## config.mk

```make
export PLATFORM = sky130hd
export DESIGN_NAME = fault_inj_ctrl
export DESIGN_NICKNAME = d
export VERILOG_FILES = /design/src/rtl/fij_pkg.sv /design/src/rtl/fij_trig_sync.sv /design/src/rtl/fij_sequencer.sv /design/src/rtl/fij_unit.sv /design/src/rtl/fault_inj_ctrl.sv
export SDC_FILE = /design/constraint.sdc
export NUM_CORES = 1
export LEC_CHECK = 0
export CELL_PAD_IN_SITES_DETAIL_PLACEMENT = 1
export CELL_PAD_IN_SITES_GLOBAL_PLACEMENT = 1
export CORE_MARGIN = 2
export CORE_UTILIZATION = 41
export CTS_CLUSTER_SIZE = 25
export DETAILED_ROUTE_END_ITERATION = 8
export PLACE_DENSITY_LB_ADDON = 0.1
export SLEW_MARGIN = 20
export SYNTH_ARGS = -nofsm -noshare
export SYNTH_HDL_FRONTEND = slang
export SYNTH_HIERARCHICAL = 1
export SYNTH_SLANG_ARGS = --single-unit
```

## constraint.sdc

```tcl
create_clock -name clk -period 3.1 [get_ports clk]
set_input_delay 0.62 -clock clk [delete_from_list [all_inputs] [get_ports clk]]
set_output_delay 0.62 -clock clk [all_outputs]
set_load 0.01 [all_outputs]
```

## src/rtl/fij_pkg.sv

```systemverilog
// Shared encodings for the fault injection controller.
// Assumes 3-bit fault codes; codes 6 and 7 behave as "no fault".
package fij_pkg;
    localparam int FLT_W = 3;

    localparam logic [FLT_W-1:0] FLT_NONE  = 3'd0;
    localparam logic [FLT_W-1:0] FLT_SA0   = 3'd1;
    localparam logic [FLT_W-1:0] FLT_SA1   = 3'd2;
    localparam logic [FLT_W-1:0] FLT_OPEN  = 3'd3;
    localparam logic [FLT_W-1:0] FLT_DELAY = 3'd4;
    localparam logic [FLT_W-1:0] FLT_SEU   = 3'd5;

    typedef enum logic [2:0] {
        ST_IDLE = 3'd0,
        ST_WAIT = 3'd1,
        ST_PH1  = 3'd2,
        ST_PH2  = 3'd3,
        ST_DONE = 3'd4
    } seq_state_e;
endpackage

```

## src/rtl/fij_trig_sync.sv

```systemverilog
// Trigger synchroniser and rising-edge detector.
// Does: brings an asynchronous trigger through STAGES flops, then flags a
// one-cycle pulse on each low-to-high change of the synchronised level.
// Assumes: STAGES >= 2; trigger pulses last several clock cycles.
module fij_trig_sync #(
    parameter int STAGES = 2
) (
    input  logic clk,
    input  logic rst_n,
    input  logic trig_async,
    output logic trig_rise
);
    logic [STAGES-1:0] sync_q;
    logic              last_q;

    // Shift the raw trigger through the synchroniser chain and keep the previous level.
    always_ff @(posedge clk) begin
        if (!rst_n) begin
            sync_q <= '0;
            last_q <= 1'b0;
        end else begin
            sync_q <= {sync_q[STAGES-2:0], trig_async};
            last_q <= sync_q[STAGES-1];
        end
    end

    // Rising edge of the synchronised level.
    assign trig_rise = sync_q[STAGES-1] & ~last_q;

    // A detected edge never lasts two cycles.
    assert_single_rise_R9: assert property (@(posedge clk) disable iff (!rst_n)
        trig_rise |=> !trig_rise);
endmodule

```

## src/rtl/fij_sequencer.sv

```systemverilog
// Phase sequencer.
// Does: accepts a configuration in idle or done, optionally waits for a
// trigger edge, then times phase 1 and phase 2. It also drives the
// first-cycle marker and the reset pulse for the design under test.
// Assumes: lengths are counted in clock cycles; a length of 0 acts as 1.
module fij_sequencer
    import fij_pkg::*;
#(
    parameter int LEN_W          = 27,
    parameter int DUT_RST_CYCLES = 4
) (
    input  logic             clk,
    input  logic             rst_n,
    input  logic             cfg_load,
    input  logic             cfg_wait_trig,
    input  logic             cfg_pulse_rst,
    input  logic [LEN_W-1:0] cfg_len_a,
    input  logic [LEN_W-1:0] cfg_len_b,
    input  logic             trig_rise,
    output logic             accept,
    output logic             ph_a,
    output logic             ph_b,
    output logic             ph_first,
    output logic             dut_rst,
    output logic [2:0]       status
);
    localparam int RST_W = $clog2(DUT_RST_CYCLES + 1);

    seq_state_e       state_q;
    logic [LEN_W-1:0] len_a_q;
    logic [LEN_W-1:0] len_b_q;
    logic [LEN_W-1:0] cnt_q;
    logic [RST_W-1:0] rst_cnt_q;

    // A configuration is taken only when no run is in progress.
    assign accept = cfg_load && (state_q == ST_IDLE || state_q == ST_DONE);

    // State and phase-cycle counter; the counter reads 1 in a phase's first cycle.
    always_ff @(posedge clk) begin
        if (!rst_n) begin
            state_q <= ST_IDLE;
            len_a_q <= '0;
            len_b_q <= '0;
            cnt_q   <= '0;
        end else begin
            case (state_q)
                ST_IDLE, ST_DONE: begin
                    if (accept) begin
                        len_a_q <= cfg_len_a;
                        len_b_q <= cfg_len_b;
                        cnt_q   <= LEN_W'(1);
                        state_q <= cfg_wait_trig ? ST_WAIT : ST_PH1;
                    end
                end
                ST_WAIT: begin
                    if (trig_rise) begin
                        cnt_q   <= LEN_W'(1);
                        state_q <= ST_PH1;
                    end
                end
                ST_PH1: begin
                    if (cnt_q >= len_a_q) begin
                        cnt_q   <= LEN_W'(1);
                        state_q <= ST_PH2;
                    end else begin
                        cnt_q <= cnt_q + LEN_W'(1);
                    end
                end
                ST_PH2: begin
                    if (cnt_q >= len_b_q) begin
                        state_q <= ST_DONE;
                    end else begin
                        cnt_q <= cnt_q + LEN_W'(1);
                    end
                end
                default: state_q <= ST_IDLE;
            endcase
        end
    end

    // Reset-pulse length counter for the design under test.
    always_ff @(posedge clk) begin
        if (!rst_n) begin
            rst_cnt_q <= '0;
        end else if (accept && cfg_pulse_rst) begin
            rst_cnt_q <= RST_W'(DUT_RST_CYCLES);
        end else if (rst_cnt_q != '0) begin
            rst_cnt_q <= rst_cnt_q - RST_W'(1);
        end
    end

    // Phase decode for the injection units.
    always_comb begin
        ph_a     = (state_q == ST_PH1);
        ph_b     = (state_q == ST_PH2);
        ph_first = (ph_a || ph_b) && (cnt_q == LEN_W'(1));
        dut_rst  = (rst_cnt_q != '0);
        status   = state_q;
    end

    // Phase 1 can only continue or hand over to phase 2.
    assert_ph1_exit_R6: assert property (@(posedge clk) disable iff (!rst_n)
        (state_q == ST_PH1) |=> (state_q == ST_PH1 || state_q == ST_PH2));
    // Phase 2 can only continue or finish.
    assert_ph2_exit_R6: assert property (@(posedge clk) disable iff (!rst_n)
        (state_q == ST_PH2) |=> (state_q == ST_PH2 || state_q == ST_DONE));
    // While phase 1 is short of its length, it stays and counts up by one.
    assert_len_count_R7: assert property (@(posedge clk) disable iff (!rst_n)
        (state_q == ST_PH1 && cnt_q < len_a_q) |=>
            (state_q == ST_PH1 && cnt_q == $past(cnt_q) + LEN_W'(1)));
    // A strobe during a run leaves the programmed lengths alone.
    assert_busy_ignore_R10: assert property (@(posedge clk) disable iff (!rst_n)
        (cfg_load && (state_q == ST_PH1 || state_q == ST_PH2 || state_q == ST_WAIT)) |=>
            (len_a_q == $past(len_a_q) && len_b_q == $past(len_b_q)));
    // The reset pulse starts only after an accepted configuration that asks for it.
    assert_rst_start_R11: assert property (@(posedge clk) disable iff (!rst_n)
        $rose(dut_rst) |-> $past(accept && cfg_pulse_rst));
endmodule

```

## src/rtl/fij_unit.sv

```systemverilog
// Single fault injection unit in series with one net.
// Does: holds a fault code for each phase and applies the code of the
// active phase to the net; passes the net through otherwise.
// Assumes: ph_a and ph_b are never high together; ph_first marks the
// first cycle of a phase.
module fij_unit
    import fij_pkg::*;
(
    input  logic             clk,
    input  logic             rst_n,
    input  logic             load,
    input  logic [FLT_W-1:0] fault_a,
    input  logic [FLT_W-1:0] fault_b,
    input  logic             ph_a,
    input  logic             ph_b,
    input  logic             ph_first,
    input  logic             net_i,
    output logic             net_o
);
    logic [FLT_W-1:0] flt_a_q;
    logic [FLT_W-1:0] flt_b_q;
    logic [FLT_W-1:0] sel;
    logic             hold_q;
    logic             dly_q;
    logic             freeze;

    // Store this unit's fault pair when the sequencer accepts a configuration.
    always_ff @(posedge clk) begin
        if (!rst_n) begin
            flt_a_q <= FLT_NONE;
            flt_b_q <= FLT_NONE;
        end else if (load) begin
            flt_a_q <= fault_a;
            flt_b_q <= fault_b;
        end
    end

    // Fault code in effect this cycle.
    always_comb begin
        if (ph_a)      sel = flt_a_q;
        else if (ph_b) sel = flt_b_q;
        else           sel = FLT_NONE;
    end

    // Stuck-open freezes the tracking register after the phase's first cycle.
    assign freeze = (sel == FLT_OPEN) && !ph_first;

    // Track the net for stuck-open, and delay it by one stage.
    always_ff @(posedge clk) begin
        if (!rst_n) begin
            hold_q <= 1'b0;
            dly_q  <= 1'b0;
        end else begin
            if (!freeze) hold_q <= net_i;
            dly_q <= net_i;
        end
    end

    // Apply the selected fault model to the net.
    always_comb begin
        case (sel)
            FLT_SA0:   net_o = 1'b0;
            FLT_SA1:   net_o = 1'b1;
            FLT_OPEN:  net_o = ph_first ? net_i : hold_q;
            FLT_DELAY: net_o = dly_q;
            FLT_SEU:   net_o = ph_first ? ~net_i : net_i;
            default:   net_o = net_i;
        endcase
    end

    // After the first cycle, a stuck-open net does not move.
    assert_open_hold_R3: assert property (@(posedge clk) disable iff (!rst_n)
        ((sel == FLT_OPEN) && !ph_first) |-> (net_o == $past(net_o)));
    // A delayed net shows last cycle's input.
    assert_delay_R4: assert property (@(posedge clk) disable iff (!rst_n)
        (sel == FLT_DELAY) |-> (net_o == $past(net_i)));
    // An upset flips the net in the first cycle.
    assert_seu_flip_R5: assert property (@(posedge clk) disable iff (!rst_n)
        ((sel == FLT_SEU) && ph_first) |-> (net_o != net_i));
    // Outside both phases the net passes through.
    assert_idle_pass_R1: assert property (@(posedge clk) disable iff (!rst_n)
        (!ph_a && !ph_b) |-> (net_o == net_i));
endmodule

```

## src/rtl/fault_inj_ctrl.sv

```systemverilog
// Timed fault injection controller (top).
// Does: ties the trigger synchroniser and the phase sequencer to one
// injection unit per net. Unit i reads fault bits [3i+2:3i].
// Assumes: trig_in is asynchronous; the nets are single-bit.
module fault_inj_ctrl
    import fij_pkg::*;
#(
    parameter int NUM_UNITS      = 3,
    parameter int LEN_W          = 27,
    parameter int DUT_RST_CYCLES = 4,
    parameter int SYNC_STAGES    = 2
) (
    input  logic                       clk,
    input  logic                       rst_n,
    input  logic                       cfg_load,
    input  logic [FLT_W*NUM_UNITS-1:0] cfg_fault_a,
    input  logic [FLT_W*NUM_UNITS-1:0] cfg_fault_b,
    input  logic [LEN_W-1:0]           cfg_len_a,
    input  logic [LEN_W-1:0]           cfg_len_b,
    input  logic                       cfg_wait_trig,
    input  logic                       cfg_pulse_rst,
    input  logic                       trig_in,
    input  logic [NUM_UNITS-1:0]       net_in,
    output logic [NUM_UNITS-1:0]       net_out,
    output logic                       dut_rst,
    output logic [2:0]                 status
);
    logic trig_rise;
    logic accept;
    logic ph_a;
    logic ph_b;
    logic ph_first;

    fij_trig_sync #(.STAGES(SYNC_STAGES)) u_sync (
        .clk        (clk),
        .rst_n      (rst_n),
        .trig_async (trig_in),
        .trig_rise  (trig_rise)
    );

    fij_sequencer #(.LEN_W(LEN_W), .DUT_RST_CYCLES(DUT_RST_CYCLES)) u_seq (
        .clk           (clk),
        .rst_n         (rst_n),
        .cfg_load      (cfg_load),
        .cfg_wait_trig (cfg_wait_trig),
        .cfg_pulse_rst (cfg_pulse_rst),
        .cfg_len_a     (cfg_len_a),
        .cfg_len_b     (cfg_len_b),
        .trig_rise     (trig_rise),
        .accept        (accept),
        .ph_a          (ph_a),
        .ph_b          (ph_b),
        .ph_first      (ph_first),
        .dut_rst       (dut_rst),
        .status        (status)
    );

    for (genvar gi = 0; gi < NUM_UNITS; gi++) begin : g_unit
        fij_unit u_unit (
            .clk      (clk),
            .rst_n    (rst_n),
            .load     (accept),
            .fault_a  (cfg_fault_a[FLT_W*gi +: FLT_W]),
            .fault_b  (cfg_fault_b[FLT_W*gi +: FLT_W]),
            .ph_a     (ph_a),
            .ph_b     (ph_b),
            .ph_first (ph_first),
            .net_i    (net_in[gi]),
            .net_o    (net_out[gi])
        );
    end
endmodule

```

==> results of run 1 <==
[routing by layer]
layer	vias to the layer above	wire, um	GRT usage [%]
met1	3040	9190	30.4
met5	-	0	0
met2	125	10200	43.5
li1	3066	-	-
met3	30	823	4.30
met4	0	452	9.45
[Yosys cell counts (all sizes together), types with 3 or more instances]
| master | count |
|---|---|
| or3 | 3 |
| a211oi | 10 |
| a21boi | 56 |
| o31a | 4 |
| clkbuf | 23 |
| nand2b | 3 |
| xnor2 | 16 |
| a21oi | 45 |
| o41ai | 3 |
| inv | 70 |
| ha | 59 |
| nor2 | 34 |
| nand3 | 24 |
| nor2b | 24 |
| mux2i | 22 |
| a221oi | 6 |
| nand4 | 21 |
| a21o | 5 |
| nor4 | 11 |
| o21ai | 18 |
| o22ai | 7 |
| nor3 | 18 |
| o31ai | 7 |
| and2 | 8 |
| or4 | 4 |
| nand3b | 11 |
| and3b | 3 |
| dfxtp | 114 |
| nand2 | 149 |
| and2b | 3 |
| and3 | 3 |
| buf | 11 |
| xor2 | 7 |
[what timing repair did]
item                       CTS  global route
resized for setup           11            13
setup buffers                1             0
pin swaps                    3             3
setup endpoints to repair    3             5
[cell families (layout without fill, tap and decap cells)]
family / after synthesis / in the layout / share of synthesized area (%)
adders and majority gates: 59 / 59 / 11.2
AOI/OAI and AO/OA: 168 / 168 / 17.4
xor gates and xnor gates: 23 / 23 / 3.04
and+or+nand+nor: 328 / 328 / 24.2
muxes: 22 / 22 / 3.33
DFF: 114 / 114 / 34.5
buffers and inverters: 104 / 230 / 6.35
[final timing paths]
kind / startpoint / to / slack (ns) / cells after the start
worst max-delay path: u_seq/status[2]$_SDFFE_PN0P_ / net_out[2] / 0.17 / 9
worst min-delay path: u_sync/sync_q[0]$_SDFF_PN0_ / u_sync/sync_q[1]$_SDFF_PN0_ / 0.43 / 1
worst max register to register: u_seq/cnt_q[10]$_SDFFE_PN0P_ / u_seq/cnt_q[15]$_SDFFE_PN0P_ / 0.22 / 9
worst min register to register: u_sync/sync_q[0]$_SDFF_PN0_ / u_sync/sync_q[1]$_SDFF_PN0_ / 0.43 / 1
[sequential cells by signal, indices dropped and copies added, names as in the netlist]
name / cells
u_seq/len_a_q: 27
g_unit.u_unit/dly_q: 3
u_seq/cnt_q: 27
u_sync/sync_q: 2
u_seq/status: 3
u_seq/len_b_q: 27
u_sync/last_q: 1
g_unit.u_unit/flt_a_q: 9
g_unit.u_unit/hold_q: 3
g_unit.u_unit/flt_b_q: 9
u_seq/rst_cnt_q: 3
[cell type report]
cell class	instances	area [um^2]	share of cell area [%]
Timing Repair Buffer	129	1170	13.6
Sequential cell	114	2280	26.6
Clock inverter	9	154	1.79
Multi-Input combinational cell	600	3970	46.2
Tap cell	216	270	3.15
Clock buffer	22	474	5.53
Inverter	70	267	3.11
[power by group]
group	internal [uW]	total (uW)	switching, uW
clock network	1400	2100	702
registers	1690	1830	148
logic	826	2040	1220
[layout by cell type (no fill, tap or decap), drive strengths merged, types with 23 or more instances in the layout]
cell type / count
inv: 69
nor2: 34
nand2: 149
clkdlybuf4s50: 83
nor2b: 24
dfxtp: 114
a21boi: 56
nand3: 24
ha: 59
buf: 45
a21oi: 45
clkbuf: 23
[through the flow]
stage | cell area (um^2) | setup slack [ns]
2_1_floorplan | 6620 | 0.346
3_3_place_gp | 7910 | 0.113
3_5_place_dp | 7910 | 0.0343
4_1_cts | 8570 | 0.00693
5_1_grt | 8580 | -0.00688
6_report | 8580 | 0.169
[worst max-delay path, delay by kind of cell (launching register included)]
kind	cells	cell delay [ns]
flip-flops	1	0.30
buffers and inverters	3	0.52
AO/OA/AOI/OAI	3	0.65
AND/OR/NAND/NOR	3	0.40
==> impl_metrics.yaml, run 1 <==
status:
  status: "finished, final reports clean"
floorplan:
  rows: 46
  initial_core_util_pct: 41.8
  core_area_um2: 15800
  ios: 88
  die_w_um: 131
  dieArea_um2: 17200
  chipHeight_um: 131
routing:
  dr.pass1.iters: 5
  postRouteAntennaNets: 0
  drc: 0
  vias: 6261
  wire_per_inst_um: 17.9
  drt-total-wl_mm: 20.7
  drtIter0Drc: 171
  vias_per_cell: 5.40
synth:
  ys_seq_area_share_pct: 34.5
  synthArstFlopShare_pct: 0
  synth.avg_cell_area_um2: 8.09
  synth_nets: 958
  yosys_warnings: 6
  synth_top_area_share_pct: 34.5
  synth_edf_count: 0
  yosysTopAreaCell: "dfxtp_1"
  ys_ff_latch: 114
  yosys-top-cells-area: "dfxtp_1 34%, ha_1 11%, nand2_1 8.4%"
  synth_cells: 818
  syn_area_um2: 6620
  ys.flop_type: "dfxtp_1"
  synthDistinctLibCells: 50
timing:
  whs_ns: 0.427
  fin_crit_sh_pct: 94.5
  drv_slew: 0
  period_minus_slack_ns: 2.93
  setup-violations-final: 0
  tns_ns: 0
  skew_ns: 0.00840
  worst_slew_pin_slew_ns: 0.883
  relSlewSlack_pct: 41.1
  finalHoldViolations: 0
  fmax_ghz: 0.341
clock_tree:
  ctsHoldBuffers: 0
  cts_root_buf: "clkbuf_16"
  cts.sinks: 114
  cts_buffer_depth: 2
  h-tree-depth: 4
  clkLatencyLatePin_ns: 0.42
  cts_tree: "built"
  cts_buffers: 17
  path_clk_slew_ns: 0.05
finish:
  n_antenna_cell: 0
  fin_cells: 1160
  layout.nets: 1072
  final_util_pct: 54.2
  areaGrowthSynthToFinish_pct: 29.6
  drive_gt1_share_pct: 10.5
  fillers: 1855
run:
  drv_cap: 0
power:
  power.total_uw: 5980
  leakage_uw: 0.00335
  power_density_nw_per_um2: 697
  peakVddDrop_mv: 0.419
grt:
  grt_first_pass_wirelength_mm: 32.7
  grt_usage_pct: 24.8
  grt_max_degree: 74
  grt_pass1_vias: 6487
  grt_overflow: 0
  antenna_found_initial: 0
setup_path:
  slowest_delay_ns: 0.30
  cp.required_ns: 2.48
  path_cells: "buf_4 > nor2b_1 > nand2_1 > clkinvlp_4 > nand2_1 > o31a_1 > a211oi_1 > a211oi_2 > buf_2"
  endpoint_kind: "primary output"
  cp.arrival_ns: 2.31
  start_kind: "flop"
  path_common_cell: "nand2_1"
  critPathKind: "reg2out"
  slowest_stage: "dfxtp_1"
  path_max_fanout: 13
placement:
  dp.cells: 1128
  numPortBuffers: 87
  place_congestion: 0.906
  place_hpwl_mm: 15.2
min_path:
  hold_path_class: "reg2reg"
(Power assumes the default switching activity.)
==> run 2, diff against run 1 <==
Settings changed: PLACE_DENSITY_LB_ADDON 0.1 to 0.12.
==> run 2 against run 1 <==
Effect of this change: combinational power rose by 2%; core utilization fell by 0.055 points; worst setup slack lost 0.16 ns; clock skew shrank 0.0018 ns; sequential share of layout area is 0.086 points higher; flip-flop and latch count is the same; cell count stayed put; register-to-register slack got worse by 0.11 ns; critical path depth did not move; wire length increased by 0.10%; first-iteration DRC count grew 74%; critical path type unchanged.
==> impl_metrics.yaml, run 2 (synthesized netlist as in run 1, its figures left out) <==
status:
  status: "finished, final reports clean"
floorplan:
  die_w_um: 131
  core_area_um2: 15800
  chipHeight_um: 131
  dieArea_um2: 17200
  ios: 88
  rows: 46
  initial_core_util_pct: 41.8
routing:
  wire_per_inst_um: 17.9
  postRouteAntennaNets: 0
  vias_per_cell: 5.40
  drc: 0
  drtIter0Drc: 298
  vias: 6265
  dr.pass1.iters: 4
  drt-total-wl_mm: 20.7
run:
  drv_cap: 0
clock_tree:
  cts_root_buf: "clkbuf_16"
  cts_tree: "built"
  path_clk_slew_ns: 0.05
  h-tree-depth: 4
  cts_buffer_depth: 2
  cts.sinks: 114
  clkLatencyLatePin_ns: 0.42
  cts_buffers: 17
grt:
  grt_usage_pct: 25.3
  grt_first_pass_wirelength_mm: 33.5
  antenna_found_initial: 0
  grt_overflow: 0
  grt_pass1_vias: 6703
  grt_max_degree: 74
finish:
  fin_area_um2: 8570
  final_common_cell: "nand2_1"
  drive_gt1_share_pct: 10.9
  mostFrequentLayoutCells: "148 x nand2_1, 109 x dfxtp_1, 83 x clkdlybuf4s50_1"
  areaGrowthSynthToFinish_pct: 29.5
  layout.nets: 1072
  n_antenna_cell: 0
  reg.largest.list: "u_seq/cnt_q: 27 flops, u_seq/len_a_q: 27 flops, u_seq/len_b_q: 27 flops"
  fillers: 1878
timing:
  finalHoldViolations: 0
  whs_ns: 0.422
  fmax_ghz: 0.324
  skew_ns: 0.00663
  setup_ws_ns: 0.0117
  rsz0062_at_grt: "true"
  period_minus_slack_ns: 3.09
  worst_slew_pin_slew_ns: 0.882
  relSlewSlack_pct: 41.2
  fin_crit_sh_pct: 99.6
  setup-violations-final: 0
  drv_slew: 0
power:
  leakage_uw: 0.00334
  power_density_nw_per_um2: 683
  peakVddDrop_mv: 0.467
  power.total_uw: 5850
placement:
  place_hpwl_mm: 15.0
  numPortBuffers: 87
  dp_slack_ns: 0.0524
  place_congestion: 0.916
  place_area_um2: 7890
setup_path:
  cp.required_ns: 2.48
  path_max_fanout: 11
  cp.arrival_ns: 2.47
  start_kind: "flop"
  endpoint_kind: "primary output"
  critPathKind: "reg2out"
min_path:
  hold_path_class: "reg2reg"
==> run 2: per-layer routing <==
layer | track usage (%) | up-vias | routed length, um
li1 | - | 3062 | -
met1 | 30.0 | 3028 | 9040
met2 | 44.5 | 140 | 10300
met3 | 4.71 | 35 | 873
met4 | 11.1 | 0 | 557
met5 | 0 | - | 0
==> run 2: report_power, final <==
part,internal (uW),switching [uW]
combinational,838,1240
clock,1260,689
sequential,1690,141
==> run 2: area by class of cell <==
class                      count  area, um^2  share of cell area, %
multi-input combinational    600        3970                   46.3
sequential                   114        2290                   26.7
timing repair buffer         129        1200                   14.0
clock buffer                  26         499                   5.82
tap                          216         270                   3.15
inverter                      70         267                   3.11
clock inverter                 5        75.1                  0.876
==> run 2: timing repair <==
item / 4_1_cts / 5_1_grt
setup buffers: 5 / 0
gates resized for setup: 10 / 19
setup endpoints to repair: 3 / 14
hold buffers: 0 / 0
hold endpoints to repair: 0 / 0
pin swaps: 0 / 1
==> run 2: worst max-delay path, stage by stage (launching register included) <==
cell and delay, ns:
dfxtp_1 0.36, nor2b_1 0.24, nand2_2 0.16, clkinvlp_4 0.15
buf_12 0.14, nand2_1 0.07, o31a_1 0.28, a211oi_1 0.31
a211oi_2 0.09, clkdlybuf4s15_2 0.24
==> run 2: stage by stage <==
stage          setup TNS (ns)  util [%]  cells
2_1_floorplan               0         -    818
6_report                    0      54.2   1160
4_1_cts                     0      53.9   1160
3_3_place_gp                0      49.8   1124
3_5_place_dp                0      49.8   1124
5_1_grt                -0.122      54.2   1160
==> run 2: path summary, 6_finish.rpt <==
check / start / endpoint / slack [ns] / depth (start not counted)
min: u_sync/sync_q[0]$_SDFF_PN0_ / u_sync/sync_q[1]$_SDFF_PN0_ / 0.42 / 1
max: u_seq/status[1]$_SDFFE_PN0P_ / net_out[1] / 0.01 / 9
max reg2reg: u_seq/cnt_q[10]$_SDFFE_PN0P_ / u_seq/cnt_q[5]$_SDFFE_PN0P_ / 0.11 / 9
min reg2reg: u_sync/sync_q[0]$_SDFF_PN0_ / u_sync/sync_q[1]$_SDFF_PN0_ / 0.42 / 1
==> run 3, diff against run 2 <==
Settings changed: CORE_ASPECT_RATIO from default to 1.2, SYNTH_HIERARCHICAL 1 to default.
==> run 3 against run 2 <==
Effect of this change: the flow now finishes with violations (negative setup slack); clock power rose by 13%; final area fell by 3.6%; synthesized cell count fell by 0.61%; worst setup slack got worse by 0.16 ns; total power fell by 13%; area after synthesis fell by 4.8%; global-route usage fell by 0.68 points; highest routed layer unchanged.
==> impl_metrics.yaml, run 3 <==
timing:
  rsz0062_at_grt: "true"
  setup_ws_ns: -0.148
  finalHoldViolations: 0
  worst_slew_pin_slew_ns: 0.727
  drv_slew: 0
  fin_crit_sh_pct: 105
  relSlewSlack_pct: 51.1
  period_minus_slack_ns: 3.25
  fmax_ghz: 0.308
  setup-violations-final: 3
  skew_ns: 0.00623
synth:
  yosys-top-cells-area: "dfxtp_1 36%, ha_1 12%, nand2_1 11%"
  synth_edf_count: 0
  synth_cells: 813
  ys_seq_area_share_pct: 36.2
  synthDistinctLibCells: 60
  syn_area_um2: 6300
  synth_most_common_cell: "nand2_1"
  synth_top_cells_by_count: "179 x nand2_1, 129 x a21oi_1, 114 x dfxtp_1, 64 x inv_1, 59 x ha_1"
  synthArstFlopShare_pct: 0
  yosys_warnings: 0
  synth_nets: 953
  ys.flop_type: "dfxtp_1"
  ys_ff_latch: 114
  yosysTopAreaCell: "dfxtp_1"
  synth_top_area_share_pct: 36.2
  synth.avg_cell_area_um2: 7.75
placement:
  dp.cells: 1096
  place_hpwl_mm: 13.7
  place_congestion: 0.841
  numPortBuffers: 87
setup_path:
  path_max_fanout: 6
  cp.required_ns: 2.48
  critPathKind: "reg2out"
  r2r-start: "u_seq.cnt_q[21]$_SDFFE_PN0P_"
  reg2reg_depth: 9
  endpoint_kind: "primary output"
  cp.arrival_ns: 2.63
  reg2reg_to: "u_seq.cnt_q[0]$_SDFFE_PN0P_"
  start_kind: "flop"
  reg2reg_slack_ns: 0.11
clock_tree:
  clkLatencyLatePin_ns: 0.43
  cts.sinks: 114
  path_clk_slew_ns: 0.06
  cts_root_buf: "clkbuf_16"
  cts_buffers: 17
  h-tree-depth: 4
  cts_tree: "built"
  cts_buffer_depth: 2
grt:
  grt_usage_pct: 24.6
  grt_overflow: 0
  grt_pass1_vias: 6550
  antenna_found_initial: 0
  grt_first_pass_wirelength_mm: 31.5
  grt_max_degree: 73
finish:
  fin_cells: 1133
  reg.largest.list: "u_seq.cnt_q: 27 flops, u_seq.len_a_q: 27 flops, u_seq.len_b_q: 27 flops"
  areaGrowthSynthToFinish_pct: 31.1
  final_common_cell: "nand2_1"
  layout.nets: 1056
  drive_gt1_share_pct: 11.6
  fillers: 1815
  n_antenna_cell: 0
  mostFrequentLayoutCells: "179 x nand2_1, 128 x a21oi_1, 113 x dfxtp_1"
power:
  leakage_uw: 0.00329
  switchingPower_uw: 1540
  pwr-share-seq_pct: 33.3
  p_clk_share_pct: 42.9
  netSwitchingFraction_pct: 30.0
  peakVddDrop_mv: 0.485
  p_int_uw: 3580
  power_frac_comb_pct: 23.7
  power.total_uw: 5120
  power_density_nw_per_um2: 619
routing:
  drtIter0Drc: 323
  drc: 0
  drt-total-wl_mm: 19.5
  dr.pass1.iters: 4
  vias_per_cell: 5.49
  wire_per_inst_um: 17.2
  postRouteAntennaNets: 0
  vias: 6222
floorplan:
  core_area_um2: 15000
  die_w_um: 117
  rows: 49
  initial_core_util_pct: 42.0
  ios: 88
  dieArea_um2: 16400
  chipHeight_um: 140
min_path:
  hold_path_end: "u_sync.sync_q[1]$_SDFF_PN0_"
  hold_path_class: "reg2reg"
  worstHoldStart: "u_sync.sync_q[0]$_SDFF_PN0_"
  whs_path_depth: 1
status:
  violations: "negative setup slack"
  status: "finished with violations"
run:
  drv_cap: 0
[run 3: cell count changes after synthesis, sizes merged, moves of 11 or more]
cell and change:
a21oi +85, a21boi -55, nand2 +32, nor2b -21, nor2 -11, or4 +17
nor3 -11, o31ai +13, mux2i -11, xnor2 -14
[run 3: cell families after synthesis]
family | Yosys count | synth area share, %
xor gates and xnor gates | 3 | 0.417
and+or+nand+nor | 311 | 23.7
muxes | 15 | 2.46
buffers and inverters | 109 | 7.21
DFF | 114 | 36.2
AOI/OAI and AO/OA | 202 | 18.3
adders and majority gates | 59 | 11.7
[run 3: area by class of cell]
class / instances / area [um^2] / area share, %
multi-input cells: 591 / 3650 / 44.1
flip-flops and latches: 114 / 2280 / 27.6
repair buffers: 127 / 1170 / 14.2
clock buffers: 19 / 453 / 5.48
well taps: 204 / 255 / 3.09
inverters: 65 / 244 / 2.95
clock inverters: 13 / 208 / 2.51
[run 3: how the worst max path moves through the flow]
stage / from / to / slack [ns] / depth (start not counted)
floorplan: u_seq.cnt_q[10]$_SDFFE_PN0P_ / net_out[2] / 0.41 / 7
global placement: u_seq.cnt_q[10]$_SDFFE_PN0P_ / net_out[1] / 0.02 / 9
detailed placement: u_seq.cnt_q[10]$_SDFFE_PN0P_ / net_out[1] / -0.11 / 9
CTS: u_seq.cnt_q[10]$_SDFFE_PN0P_ / net_out[1] / -0.27 / 9
global route: u_seq.cnt_q[10]$_SDFFE_PN0P_ / net_out[1] / -0.25 / 9
finish: u_seq.cnt_q[10]$_SDFFE_PN0P_ / net_out[1] / -0.15 / 9
[run 3: worst max-delay path, stage by stage, from the launching register on]
cell	delay (ns)
dfxtp_2	0.32
or4_4	0.54
nor4_4	0.21
nand4_4	0.17
buf_6	0.20
buf_6	0.11
and2b_2	0.20
nor2_1	0.04
o221a_2	0.28
buf_6	0.12
[run 3: routing by layer]
metal | GRT usage [%] | share of wire (%) | up-vias
met2 | 42.6 | 52 | 130
met1 | 28.5 | 41 | 3025
li1 | - | - | 3026
met5 | 0 | 0 | -
met4 | 11.6 | 3.1 | 0
met3 | 4.83 | 3.6 | 41
[run 3: what timing repair did]
item,in CTS,in global routing
cloned,1,1
endpoints found under the setup margin,3,5
gates resized for setup,21,12
pin swaps,3,6
hold buffers,0,0
setup buffers,3,1
[run 3: metrics by stage]
stage / TNS, ns / hold slack [ns] / util [%] / area [um^2] / setup slack [ns]
after floorplan: 0 / 0.412 / - / 6300 / 0.411
after global placement: 0 / 0.418 / 49.9 / 7490 / 0.0198
after detailed placement: -0.226 / 0.426 / 49.9 / 7490 / -0.112
after CTS: -0.676 / 0.451 / 54.6 / 8200 / -0.266
after global routing: -0.653 / 0.464 / 55.0 / 8260 / -0.247
final: -0.357 / 0.446 / 55.0 / 8260 / -0.148
[run 3: power groups by stage]
stage | Combinational (uW) | Sequential, uW | Clock, uW
2_1_floorplan | 770 | 1710 | 0
3_3_place_gp | 1120 | 1730 | 0
3_5_place_dp | 1180 | 1740 | 0
4_1_cts | 1210 | 1710 | 2220
5_1_grt | 1370 | 1720 | 2300
6_report | 1210 | 1710 | 2200
